$ cat src/rtl/sda_dly_pkg.sv
package sda_dly_pkg;

  // Phase of the low-clock window seen by the delay timer
  typedef enum logic [1:0] {
    PH_HOLD = 2'd0,  // SCL high, or first low sample not yet taken
    PH_WAIT = 2'd1,  // counting down the digital wait
    PH_OPEN = 2'd2   // wait over, SDA may follow the transmit bit
  } phase_t;

endpackage

$ cat src/rtl/sda_dly_code.sv
module sda_dly_code #(
  parameter int CODE_W = 3
) (
  input  logic              clk,
  input  logic              rst,
  input  logic              dsel_i,
  input  logic [CODE_W-1:0] code_i,
  output logic [CODE_W-1:0] code_o
);

  logic [CODE_W-1:0] code_q;

  // Effective code: cleared whenever digital select is off
  always_ff @(posedge clk) begin
    if (rst) begin
      code_q <= '0;
    end else if (dsel_i) begin
      code_q <= code_i;
    end else begin
      code_q <= '0;
    end
  end

  assign code_o = code_q;

endmodule

$ cat src/rtl/sda_dly_timer.sv
module sda_dly_timer
  import sda_dly_pkg::*;
#(
  parameter int CODE_W = 3
) (
  input  logic              clk,
  input  logic              rst,
  input  logic              en_i,
  input  logic              scl_i,
  input  logic [CODE_W-1:0] code_i,
  output logic              load_o
);

  phase_t            phase_q;
  logic [CODE_W-1:0] cnt_q;
  logic              analog;

  assign analog = (code_i == '0);

  // Output update permission for the current cycle
  always_comb begin
    load_o = 1'b0;
    if (en_i && !scl_i) begin
      case (phase_q)
        PH_HOLD: load_o = analog;
        PH_WAIT: load_o = (cnt_q == '0);
        PH_OPEN: load_o = 1'b1;
        default: load_o = 1'b0;
      endcase
    end
  end

  always_ff @(posedge clk) begin
    if (rst) begin
      phase_q <= PH_HOLD;
      cnt_q   <= '0;
    end else if (!en_i || scl_i) begin
      // High clock (or bypass) aborts any wait; pending bit stays at tx input
      phase_q <= PH_HOLD;
    end else begin
      case (phase_q)
        PH_HOLD: begin
          if (analog) begin
            phase_q <= PH_OPEN;
          end else begin
            phase_q <= PH_WAIT;
            cnt_q   <= code_i;
          end
        end
        PH_WAIT: begin
          if (cnt_q == '0) begin
            phase_q <= PH_OPEN;
          end else begin
            cnt_q <= cnt_q - 1'b1;
          end
        end
        PH_OPEN: phase_q <= PH_OPEN;
        default: phase_q <= PH_HOLD;
      endcase
    end
  end

endmodule

$ cat src/rtl/sda_dly_out.sv
module sda_dly_out (
  input  logic clk,
  input  logic rst,
  input  logic en_i,
  input  logic load_i,
  input  logic tx_i,
  output logic sda_o
);

  logic sda_q;

  always_ff @(posedge clk) begin
    if (rst) begin
      sda_q <= 1'b1;
    end else if (!en_i || load_i) begin
      sda_q <= tx_i;
    end
  end

  assign sda_o = sda_q;

endmodule

$ cat src/rtl/sda_delay_unit.sv
module sda_delay_unit #(
  parameter int CODE_W = 3
) (
  input  logic              clk,
  input  logic              rst,
  input  logic              i2c_en,
  input  logic              dly_sel,
  input  logic [CODE_W-1:0] dly_code,
  input  logic              tx_bit,
  input  logic              scl_in,
  output logic              sda_drive,
  output logic [CODE_W-1:0] dly_code_fb
);

  logic [CODE_W-1:0] code_eff;
  logic              load;

  sda_dly_code #(.CODE_W(CODE_W)) u_code (
    .clk    (clk),
    .rst    (rst),
    .dsel_i (dly_sel),
    .code_i (dly_code),
    .code_o (code_eff)
  );

  sda_dly_timer #(.CODE_W(CODE_W)) u_timer (
    .clk    (clk),
    .rst    (rst),
    .en_i   (i2c_en),
    .scl_i  (scl_in),
    .code_i (code_eff),
    .load_o (load)
  );

  sda_dly_out u_out (
    .clk    (clk),
    .rst    (rst),
    .en_i   (i2c_en),
    .load_i (load),
    .tx_i   (tx_bit),
    .sda_o  (sda_drive)
  );

  assign dly_code_fb = code_eff;

endmodule

$ cat config.mk
export PLATFORM = sky130hd
export DESIGN_NAME = sda_delay_unit
export DESIGN_NICKNAME = d
export VERILOG_FILES = /design/src/rtl/sda_dly_pkg.sv /design/src/rtl/sda_dly_code.sv /design/src/rtl/sda_dly_timer.sv /design/src/rtl/sda_dly_out.sv /design/src/rtl/sda_delay_unit.sv
export SDC_FILE = /design/constraint.sdc
export NUM_CORES = 1
export LEC_CHECK = 0
export ABC_AREA = 1
export ABC_CLOCK_PERIOD_IN_PS = 1680
export BUFFER_PORTS_ARGS = -buffer_cell sky130_fd_sc_hd__buf_2
export CORE_AREA = 2 2 39 41
export DETAILED_ROUTE_END_ITERATION = 10
export DIE_AREA = 0 0 41 43
export MAX_ROUTING_LAYER = met4
export PLACE_DENSITY_LB_ADDON = 0.15
export SKIP_CTS_REPAIR_TIMING = 1
export SYNTH_ARGS = -nofsm -noshare
export SYNTH_HDL_FRONTEND = slang
export SYNTH_SLANG_ARGS = --single-unit
$ cat constraint.sdc
create_clock -name clk -period 1.68 [get_ports clk]
set_clock_uncertainty 0.05 [all_clocks]
set_input_delay 0.168 -clock clk [delete_from_list [all_inputs] [get_ports clk]]
set_output_delay 0.168 -clock clk [all_outputs]
set_load 0.005 [all_outputs]
# Word-level counts from Yosys, hierarchy flattened
# Cells that the tools add are included.
dict set report word_totals {
  register_bits 9
  in_bits 9
  output_inout_bits 4
  wordCells 32
}
dict set report classes {
  add_sub_neg 1
  n_eq_ne 5
  muxes 8
  bitwise_logic 2
  n_reduce_logical 12
}
# cell count
set ops {}
lappend ops {{$logic_not 3->1} 2}
lappend ops {{$mux 3} 2}
lappend ops {{$pmux 2 s3} 1}
lappend ops {{$pmux 3 s2} 1}
lappend ops {{$mux 2} 2}
lappend ops {{$ne 2x2->1 const B} 2}
lappend ops {{$reduce_and 4->1} 1}
lappend ops {{$reduce_or 2->1} 2}
lappend ops {{$pmux 1 s3} 1}
lappend ops {{$sub 3x1->3 const B} 1}
lappend ops {{$eq 2x1->1 const B} 1}
lappend ops {{$eq 2x2->1 const B} 1}
lappend ops {{$logic_not 1->1} 2}
lappend ops {{$logic_not 2->1} 1}
lappend ops {{$logic_or 1x1->1} 2}
lappend ops {{$ne 2x1->1 const B} 1}
lappend ops {{$not 1->1} 2}
lappend ops {{$reduce_bool 2->1} 1}
lappend ops {{$logic_and 1x1->1} 1}
lappend ops {{$mux 1} 1}

# Logic depth before layout (Yosys ltp)
# Gate-level depths: netlist (run 1).
dict set report depth {
  depth_word 4
  ltp_mapped 8
  ltp_nobuf 8
}

# Modules after synthesis
# From an unflattened synthesis (run 1), not the netlist that was laid out.
dict set report unflattened {
  cells_unflattened 82
  area_unflattened_um2 540.5
}
# module n_inst cells_each area_per_inst_um2 seq_area_each_um2
set modules_own_cells {}
lappend modules_own_cells {sda_dly_timer 1 64 402.9 100.1}
lappend modules_own_cells {sda_dly_code 1 11 92.6 60.1}
lappend modules_own_cells {sda_dly_out 1 7 45.0 20.0}

# Worst setup path before layout (run 1)
# Ideal clock, no wire load.
dict set report synth_timing {
  path_type {register -> register}
  startpoint {register u_timer.phase_q[1]}
  endpoint {register u_timer.cnt_q[2]}
  setup_time_ns 0.117
  arrival_ns 1.083
  t_required_ns 1.513
  setup_slack_ns 0.430
  path_stages_with_launch 7
  path_buffers 0
  synth_period_minus_slack_ns 1.250
  path_cell_list {dfxtp_1 > inv_1 > ha_1 > nand3_1 > nand3_2 > o21ai_0 > nor2_1}
}
dict set report synth_via {
  elab_chain_len 3
  word_cells_on_any_way 7
  classes_between {3 x eq/ne; 1 x mux; 3 x reduce/logical}
}
# item line
set synth_rtl {}
lappend synth_rtl {{start, declared} sda_dly_timer.sv:14} ;# phase_t phase_q;
lappend synth_rtl {{start signal, assigned} sda_dly_timer.sv:35} ;# phase_q <= PH_HOLD;
lappend synth_rtl {{start signal, assigned} sda_dly_timer.sv:39} ;# phase_q <= PH_HOLD;
lappend synth_rtl {{start signal, assigned} sda_dly_timer.sv:44} ;# phase_q <= PH_OPEN;
lappend synth_rtl {{$eq 2x1->1 / $logic_not 2->1 (equally long branches)} sda_dly_timer.sv:41} ;# case (phase_q)
lappend synth_rtl {{$ne 2x2->1 (no source line) / $reduce_bool 2->1 (equally long branches)} n/a}
lappend synth_rtl {{$reduce_and 4->1 (no source line)} n/a}
lappend synth_rtl {{end signal, assigned} sda_dly_timer.sv:47} ;# cnt_q <= code_i;
lappend synth_rtl {{end signal, assigned} sda_dly_timer.sv:54} ;# cnt_q <= cnt_q - 1'b1;
lappend synth_rtl {{end, declared} sda_dly_timer.sv:15} ;# logic [CODE_W-1:0] cnt_q;
# Several ways; a longest one is shown, not always the timed one.
# A chain may end at the register's enable or synchronous reset.

# Final worst setup path (run 1)
# Same ends and word-level chain as after synthesis.

==> results of run 1 <==
-- where the power goes --
group | leakage (nW) | switching (mW) | internal [mW] | total, mW
registers | 0.0737 | 0.00683 | 0.225 | 0.231
clock network | 0.0150 | 0.0764 | 0.0914 | 0.168
logic | 0.230 | 0.0430 | 0.0340 | 0.0770
total | 0.319 | 0.126 | 0.350 | 0.476
-- flip-flops by register name, summed over array words and instances (netlist names) --
signal	flops
u_code.code_o	3
u_out.sda_o	1
u_timer.cnt_q	3
u_timer.phase_q	2
-- path summary, 6_finish.rpt --
path,endpoint,slack (ns),depth (start not counted)
worst max-delay path,u_timer.cnt_q[2]$_SDFFE_PP0P_,0.25,6
worst min-delay path,u_out.sda_o$_SDFFE_PP1P_,0.06,3
worst max register to register,u_timer.cnt_q[2]$_SDFFE_PP0P_,0.25,6
worst min register to register,u_timer.cnt_q[1]$_SDFFE_PP0P_,0.44,2
-- per-layer routing --
metal	vias to the layer above	routed length, um
li1	258	-
met1	200	430
met2	11	492
met3	0	43
met4	0	0
met5	-	0
-- cell families (layout without fill, tap and decap cells) --
group,after synthesis,in the layout
AO/OA/AOI/OAI,13,13
adder cells (fa/ha/maj),6,6
buffers and inverters,15,31
AND/OR/NAND/NOR,30,30
flip-flops,9,9
-- tightest hold or removal path, stage by stage --
cell	delay, ns
buf_2	0.07
nand2_1	0.04
nand3_1	0.05
-- through the flow --
stage                     std cells  cell area, um^2  utilization, %
after floorplan                  73            513.0               -
after CTS                       105            619.3           44.76
after detailed placement        101            593.1           42.86
after global routing            105            619.3           44.76
final                           105            619.3           44.76
after global placement          101            593.1           42.86
-- cells in the final DEF, fill, tap and decap left out, drive strengths merged --
cell    netlist  final
nand3         7      7
o21ai         8      8
nor2         12     12
a21oi         4      4
buf           0     12
a21o          1      1
clkbuf        0      4
ha            6      6
dfxtp         9      9
nand2        11     11
inv          15     15
-- area by class of cell --
| type | count | area [um^2] |
|---|---|---|
| Multi-Input combinational cell | 49 | 276.5 |
| Timing Repair Buffer | 12 | 60.06 |
| Tap cell | 16 | 20.02 |
| Clock buffer | 4 | 26.28 |
| Inverter | 15 | 56.30 |
| Sequential cell | 9 | 180.2 |
| Fill cell | 149 | 764.5 |
==> impl_metrics.csv, run 1 <==
group,metric,value,unit
run_status,outcome,"finished clean",
yosys,yosys.area_share.simple,26.10,%
grt,gr-usage-met2,23.13,%
floorplanning,fp.dieArea,1763,um^2
yosys,yosysTopAreaCell,"dfxtp_1",
critical_path,max_stage_delay,0.39,ns
cells_and_area,layout.nets,105,
critical_path,rr_startpoint,"u_timer.phase_q[1]$_SDFFE_PP0P_",
critical_path,path_class,"flop to flop",
cts,tritoncts,"done",
critical_path,crit_chain,"inv_1, ha_1, nand3_1, nand3_2, o21ai_0, nor2_1",
cts,htreeDepth,1,
sta,fmaxAchievable,0.7012,GHz
yosys,syn-cell-area,513.0,um^2
critical_path,start_kind,"flop",
sta,slew_headroom,85.81,%
yosys,synthCells,73,
yosys,syn_avg_cell_area,7.027,um^2
floorplanning,start_util,37.07,%
yosys,syn_nets,88,
critical_path,path_buf_inv,1,
power,power,0.4763,mW
cts,clk_pin_slew,0.07,ns
cts,root_buffer,"clkbuf_4",
yosys,ys_seq_elements,9,
power,power_density,769.1,nW/um^2
sta,hold_viol_final,0,
grt,grtUsageTotal,15.36,%
cells_and_area,area_growth,20.73,%
cells_and_area,layout-drive-gt1-share,21.35,%
routing,detail_route.first_pass.iterations,4,
routing,via_per_inst,4.467,
placement,hpwl,786.1,um
sta,finalSetupTns,0,ns
sta,worst_slew_pin_slew,0.2128,ns
routing,wl_per_cell,9.210,um
grt,grt_pass1_wl,1766,um
placement,gp_congestion,0.6923,
flow_run,cap_violations,0,
critical_path,cp.required,1.78,ns
yosys,muxShareOfSynthArea,0,%
power,irDropWorstVdd,0.0003586,V
critical_path,cp_top_family,"flip-flops",
sta,finalCritPeriodShare,84.89,%
yosys,yosys_warnings,0,
yosys,synth_edf_count,0,
routing,vias,469,
yosys,yosys.cell_count.top_type,"inv_1",
grt,grt_start_max_net_pins,7,
critical_path,crit_arrival,1.52,ns
yosys,synth_common_cells,"15 x inv_1, 11 x nand2_1, 9 x dfxtp_1, 9 x nor2_1, 8 x o21ai_0",
floorplanning,die_y,43,um
cts,clock_sinks,9,
grt,antenna_found_initial,0,
critical_path,crit_fanout,6,
yosys,synth_xor_xnor_area_share,0,%
critical_path,crit_path_start,"u_timer.phase_q[1]$_SDFFE_PP0P_",
cts,clk_latency,0.26,ns
critical_path,cp-end-kind,"flop",
power,p_leak,0.3185,nW
hold_path,hold_path.class,"input port to flop",
routing,routed_wl,967,um
yosys,synthAdderAreaFrac,14.63,%
yosys,synth_top_family_by_area,"simple AND/OR/NAND/NOR gates",
grt,grt_busiest_layer,"met2",
yosys,synth-main-ff-cell,"dfxtp_1",
floorplanning,ios,13,
cts,cts_max_path_buffers,2,
sta,rsz0062_at_grt,"false",
cts,numCtsBuffers,3,
sta,setup_viol,0,
routing,antenna_left,0,
sta,postLayoutSetupSlackWorst,0.2539,ns
placement,port-buffer-count,12,
placement,dp_worst_setup_slack,0.2560,ns
yosys,synthTopCellsByArea,"dfxtp_1 35%, ha_1 15%, inv_1 11%",
yosys,async_flop_share,0,%
routing,drtIter0Drc,6,
yosys,yosysUniqueCellTypes,11,
sta,slew_violations,0,
grt,grt_util_met3,4.712,%
floorplanning,core_area,1384,um^2
sta,fin_crit,1.426,ns
yosys,seq_area_frac_synth,35.12,%
floorplanning,die_w,41,um
sta,fin_hold_ws,0.06023,ns
routing,drc,0,
floorplanning,rows,14,
hold_path,hp-start,"tx_bit",
cells_and_area,num_antenna_cells,0,
critical_path,slowest_stage,"dfxtp_1",
yosys,synth_compound_area_share,13.17,%
grt,grt-ovfl-total,0,
yosys,synth_top_cell_area_share,35.12,%
grt,gr-usage-met1,17.48,%
grt,grt_pass1_vias,457,
Power figures use the tool's default switching activity.
==> run 2: changes to the inputs <==
Settings changed: ABC_CLOCK_PERIOD_IN_PS 1680 to 1400.
Clock period 1.68 ns to 1.4 ns, I/O delays scaled along.
==> run 2 against run 1 <==
Net effect:
- worst setup slack lost 0.15 ns
- die area is the same
- sequential cell count is the same
- sequential power grew 20%
- register-to-register slack lost 0.15 ns
- clock-buffer cell count is the same
- utilization grew 4.2 points
- global-route usage grew 0.80 points
- fmax grew 10%
- critical endpoint is now u_timer.phase_q[1]$_SDFFE_PP0P_
- power grew 24%
- non-clock buffer count grew 3
- clock power grew 19%
==> impl_metrics.csv, run 2 (synthesis gave the netlist of run 1 again) <==
group,metric,value,unit
critical_path,start_kind,"flop",
critical_path,path_class,"flop to flop",
routing,routed_wl,1129,um
routing,detail_route.first_pass.iterations,3,
floorplanning,ios,13,
power,irDropWorstVdd,0.0004586,V
floorplanning,die_y,43,um
routing,met2WireLength,567,um
cts,htreeDepth,1,
cells_and_area,final-seq-area,181.4,um^2
placement,hpwl,840.1,um
floorplanning,rows,14,
placement,port-buffer-count,12,
flow_run,cap_violations,0,
sta,worst_slew_pin_slew,0.2143,ns
routing,top_layer_used,"met4",
critical_path,r2r_slack,0.10,ns
sta,finalCritPeriodShare,92.59,%
grt,grtUsageTotal,16.17,%
cts,clk_latency,0.26,ns
placement,dp_worst_setup_slack,0.02389,ns
cells_and_area,fillers,137,
critical_path,crit_arrival,1.43,ns
sta,fin_crit,1.296,ns
routing,vias,483,
routing,drc,0,
grt,grt_pass1_wl,1835,um
power,p_leak,0.3390,nW
critical_path,cp.required,1.53,ns
cts,clk_pin_slew,0.06,ns
routing,via_per_inst,4.472,
critical_path,cp_top_family,"flip-flops",
sta,fin_hold_ws,0.04182,ns
cells_and_area,num_antenna_cells,0,
critical_path,path_buf_inv,2,
cts,cts_max_path_buffers,2,
cells_and_area,layout-drive-gt1-share,30.43,%
hold_path,hold_path.class,"input port to flop",
cells_and_area,layout_common_cells,"15 x inv_1, 12 x buf_2, 11 x nand2_1, 9 x nor2_1, 8 x dfxtp_1",
cells_and_area,mostFrequentLayoutCell,"inv_1",
sta,finalSetupTns,0,ns
floorplanning,core_area,1384,um^2
sta,rsz0062_at_grt,"false",
critical_path,crit_fanout,3,
critical_path,cp-end-kind,"flop",
sta,postLayoutSetupSlackWorst,0.1037,ns
critical_path,crit_chain,"inv_1, ha_2, nand3_2, buf_4, a21o_1, a21oi_1",
floorplanning,die_w,41,um
sta,slew_violations,0,
sta,fmaxAchievable,0.7714,GHz
routing,met1Wirelength,516,um
sta,hold_viol_final,0,
grt,grt_pass1_vias,468,
cts,clock_sinks,9,
routing,antenna_left,0,
run_status,outcome,"finished clean",
floorplanning,fp.dieArea,1763,um^2
routing,wl_per_cell,10.45,um
placement,gp_congestion,0.7414,
cts,root_buffer,"clkbuf_4",
grt,antenna_found_initial,0,
sta,slew_headroom,85.57,%
routing,met3_length,28,um
power,power_density,871.8,nW/um^2
cts,numCtsBuffers,3,
cts,tritoncts,"done",
critical_path,max_stage_delay,0.31,ns
cells_and_area,area_growth,32.20,%
critical_path,slowest_stage,"dfxtp_1",
sta,setup_viol,0,
cells_and_area,layout.nets,108,
floorplanning,start_util,37.07,%
cells_and_area,multi_input_area,311.5,um^2
grt,grt-ovfl-total,0,
grt,grt_start_max_net_pins,7,
cells_and_area,final_core_util,49.01,%
routing,drtIter0Drc,6,
## run 2: cell count changes in the layout (fill, tap and decap cells not counted), moves of 2 or more
cell / change
buf_4: +3
ha_1: -3
o21ai_0: -3
o21ai_1: +3
ha_2: +2
nand3_1: -2
## run 2: worst min-delay path, stage by stage
cell     delay (ns)
buf_2          0.07
nand2_1        0.04
nand3_1        0.06
## run 2: final cells by class
class	instances	share of cell area, %
Multi-Input combinational cell	49	45.94
Sequential cell	9	26.75
Timing Repair Buffer	15	12.18
Inverter	15	8.303
Clock buffer	4	3.875
Tap cell	16	2.952
## run 2: routing by layer
| metal | vias to the layer above | global-route usage (%) |
|---|---|---|
| li1 | 267 | - |
| met1 | 207 | 18.75 |
| met2 | 7 | 24.38 |
| met3 | 2 | 3.141 |
| met4 | 0 | 10.00 |
| met5 | - | - |
## run 2: report_power, final
part	total (mW)	internal (mW)	leakage (nW)	switching, mW
Clock	0.200	0.110	0.0150	0.0902
Sequential	0.278	0.270	0.0742	0.00818
Combinational	0.114	0.0518	0.250	0.0617
Total	0.591	0.431	0.339	0.160
## run 2: final timing paths
| kind | startpoint | to | cells past startpoint |
|---|---|---|---|
| worst max-delay path | u_timer.phase_q[1]$_SDFFE_PP0P_ | u_timer.phase_q[1]$_SDFFE_PP0P_ | 6 |
| worst min-delay path | tx_bit | u_out.sda_o$_SDFFE_PP1P_ | 3 |
| worst max register to register | u_timer.phase_q[1]$_SDFFE_PP0P_ | u_timer.phase_q[1]$_SDFFE_PP0P_ | 6 |
| worst min register to register | u_timer.cnt_q[1]$_SDFFE_PP0P_ | u_timer.cnt_q[1]$_SDFFE_PP0P_ | 2 |
## run 2: per-stage QoR
stage | area, um^2 | instances | power (mW)
2_1_floorplan | 513.0 | 73 | 0.3453
3_3_place_gp | 615.6 | 104 | 0.3840
3_5_place_dp | 615.6 | 104 | 0.3851
4_1_cts | 641.9 | 108 | 0.5849
5_1_grt | 678.2 | 108 | 0.6310
6_report | 678.2 | 108 | 0.5912
==> run 3: changes to the inputs <==
Settings changed: CELL_PAD_IN_SITES_DETAIL_PLACEMENT set to 1, CELL_PAD_IN_SITES_GLOBAL_PLACEMENT set to 2, CORE_AREA 2 2 39 41 to not set, CORE_MARGIN set to 2, CORE_UTILIZATION set to 26, DIE_AREA 0 0 41 43 to not set, SYNTH_HIERARCHICAL set to 1.
==> run 3 against run 2 <==
Net effect:
- synthesized cell count up 12%
- highest routed layer unchanged
- critical endpoint is now u_timer/phase_q[1]$_SDFFE_PP0P_
- final cell count up 23%
- sequential power about the same
- sequential share of layout area down 2.5 points
- clock power up 4%
- utilization down 9.5 points
- first-iteration DRC count down 83%
- global-route usage down 3.6 points
==> impl_metrics.csv, run 3 <==
group,metric,value,unit
run_status,outcome,"finished clean",
floorplanning,die_w,49.60,um
yosys,synth-main-ff-cell,"dfxtp_1",
yosys,syn_avg_cell_area,6.592,um^2
yosys,seq_area_frac_synth,33.33,%
critical_path,cp-end-kind,"flop",
yosys,synth_compound_area_share,8.565,%
sta,fin_crit,1.282,ns
critical_path,max_stage_delay,0.34,ns
routing,vias,548,
cells_and_area,layout_common_cells,"20 x nand2_1, 14 x inv_1, 12 x buf_2, 12 x nor2_1, 8 x buf_4",
critical_path,cpMostUsedCell,"inv_2",
cts,clk_latency,0.26,ns
floorplanning,rows,16,
cells_and_area,finalNonFillerCells,133,
yosys,yosys_warnings,6,
power,p_leak,0.4131,nW
routing,detail_route.first_pass.iterations,3,
critical_path,crit_path_start,"u_timer/phase_q[1]$_SDFFE_PP0P_",
placement,gp_congestion,0.8977,
yosys,syn-cell-area,540.5,um^2
hold_path,hp-start,"dly_code[2]",
routing,wl_per_cell,10.08,um
sta,fmaxAchievable,0.7801,GHz
critical_path,cp.required,1.53,ns
cts,clock_sinks,9,
yosys,synthAdderAreaFrac,13.89,%
critical_path,ff2ff_path_depth,8,
floorplanning,fp.dieArea,2460,um^2
yosys,syn_nets,97,
yosys,synth_common_cells,"20 x nand2_1, 18 x inv_1, 13 x nor2_1",
yosys,synthCells,82,
sta,slew_violations,0,
yosys,async_flop_share,0,%
sta,postLayoutSetupSlackWorst,0.1182,ns
sta,setup_viol,0,
placement,port-buffer-count,12,
cells_and_area,area_growth,43.29,%
cells_and_area,layout.nets,122,
sta,slew_headroom,87.40,%
placement,placed_cells,128,
routing,routed_wl,1340,um
flow_run,cap_violations,0,
sta,finalCritPeriodShare,91.56,%
critical_path,r2r_end,"u_timer/phase_q[1]$_SDFFE_PP0P_",
yosys,yosysTopAreaCell,"dfxtp_1",
sta,hold_viol_final,0,
critical_path,cp_top_family,"flip-flops",
critical_path,path_class,"flop to flop",
cts,clk_pin_slew,0.07,ns
cells_and_area,num_antenna_cells,0,
cts,htreeDepth,1,
floorplanning,ios,13,
floorplanning,start_util,27.55,%
cts,tritoncts,"done",
grt,antenna_found_initial,0,
routing,drtIter0Drc,1,
sta,worst_slew_pin_slew,0.1871,ns
critical_path,crit_arrival,1.42,ns
sta,rsz0062_at_grt,"true",
yosys,muxShareOfSynthArea,0,%
yosys,synth_edf_count,0,
placement,hpwl,1103,um
cts,root_buffer,"clkbuf_4",
grt,grt_pass1_vias,543,
cts,cts_max_path_buffers,2,
critical_path,path_buf_inv,3,
sta,finalSetupTns,0,ns
grt,grt_start_max_net_pins,7,
yosys,ys_seq_elements,9,
critical_path,crit_fanout,5,
critical_path,endpoint,"u_timer/phase_q[1]$_SDFFE_PP0P_",
critical_path,path_depth,8,
critical_path,slowest_stage,"dfxtp_2",
grt,grtUsageTotal,12.52,%
yosys,yosysUniqueCellTypes,13,
cells_and_area,layout-drive-gt1-share,40.57,%
yosys,synth_xor_xnor_area_share,0,%
critical_path,crit_chain,"inv_2, ha_4, buf_4, inv_2, a21oi_2, nor2_2, nand2_1, a21oi_1",
placement,dp_worst_setup_slack,-0.05414,ns
grt,grt_pass1_wl,2235,um
routing,drc,0,
power,irDropWorstVdd,0.0004813,V
yosys,yosys.area_share.simple,31.71,%
floorplanning,die_y,49.60,um
routing,via_per_inst,4.120,
cts,numCtsBuffers,3,
yosys,synth_top_family_by_area,"simple AND/OR/NAND/NOR gates",
grt,grt-ovfl-total,0,
hold_path,hold_path.class,"input port to flop",
power,power_density,792.2,nW/um^2
yosys,synthTopCellsByArea,"dfxtp_1 33%, ha_1 14%, nand2_1 14%",
yosys,synth_top_cell_area_share,33.33,%
routing,antenna_left,0,
critical_path,r2r_slack,0.12,ns
cells_and_area,mostFrequentLayoutCell,"nand2_1",
critical_path,start_kind,"flop",
floorplanning,core_area,1962,um^2
yosys,yosys.cell_count.top_type,"nand2_1",
critical_path,rr_startpoint,"u_timer/phase_q[1]$_SDFFE_PP0P_",
[run 3: cell count changes after synthesis]
cell / delta
a21boi_0: +1
a21o_1: -1
a21oi_1: -2
a21oi_2: +1
inv_1: +3
nand2_1: +9
nand2_2: +1
nand3_1: -1
nor2_1: +4
nor2_2: -2
o21ai_0: -4
[run 3: cells by family (layout without fill, tap and decap cells)]
family                     count (synthesis)  after routing
DFF                                        9              9
adders and majority gates                  6              6
AOI/OAI and AO/OA                          8              8
and+or+nand+nor                           41             41
buffers and inverters                     18             42
[run 3: layer usage]
metal | track usage, % | vias to the layer above | routed length, um
met5 | - | - | 0
met4 | 8.333 | 0 | 15
met3 | 2.727 | 2 | 45
met2 | 18.89 | 9 | 628
met1 | 14.87 | 246 | 651
li1 | - | 291 | -
[run 3: report_power, final]
group          internal [mW]  switching, mW  leakage, nW
Clock                  0.106          0.102       0.0177
Sequential             0.269        0.00816       0.0758
Combinational         0.0606         0.0681        0.320
[run 3: per-stage QoR]
step / utilization (%) / power, mW / hold slack [ns] / instance area (um^2)
final: 39.48 / 0.6136 / 0.02935 / 774.5
after global routing: 39.48 / 0.6715 / 0.02024 / 774.5
after CTS: 36.42 / 0.6216 / 0.01725 / 714.4
after detailed placement: 35.01 / 0.4022 / 0.3044 / 686.9
after global placement: 35.01 / 0.4018 / 0.2971 / 686.9
after floorplan: - / 0.3494 / 0.1976 / 540.5
[run 3: how the worst min path moves through the flow]
| stage | endpoint | slack (ns) | depth (start not counted) |
|---|---|---|---|
| global placement | u_out/sda_o$_SDFFE_PP1P_ | 0.30 | 3 |
| detailed placement | u_out/sda_o$_SDFFE_PP1P_ | 0.30 | 3 |
| floorplan | u_out/sda_o$_SDFFE_PP1P_ | 0.20 | 2 |
| global route | u_code/code_o[1]$_SDFF_PP0_ | 0.02 | 3 |
| finish | u_code/code_o[2]$_SDFF_PP0_ | 0.03 | 3 |
| CTS | u_code/code_o[2]$_SDFF_PP0_ | 0.02 | 3 |
[run 3: cell type report]
class | instances | area, um^2
clock buffer | 3 | 22.52
clock inverter | 1 | 5.005
fill | 275 | 1187
inverter | 18 | 70.07
multi-input combinational | 55 | 335.3
sequential | 9 | 187.7
tap | 27 | 33.78
timing repair buffer | 20 | 120.1
[run 3: worst reg2reg max path, stage by stage, from the launching register on]
cell	delay [ns]
dfxtp_2	0.34
inv_2	0.06
ha_4	0.17
buf_4	0.14
inv_2	0.08
a21oi_2	0.06
nor2_2	0.12
nand2_1	0.06
a21oi_1	0.13
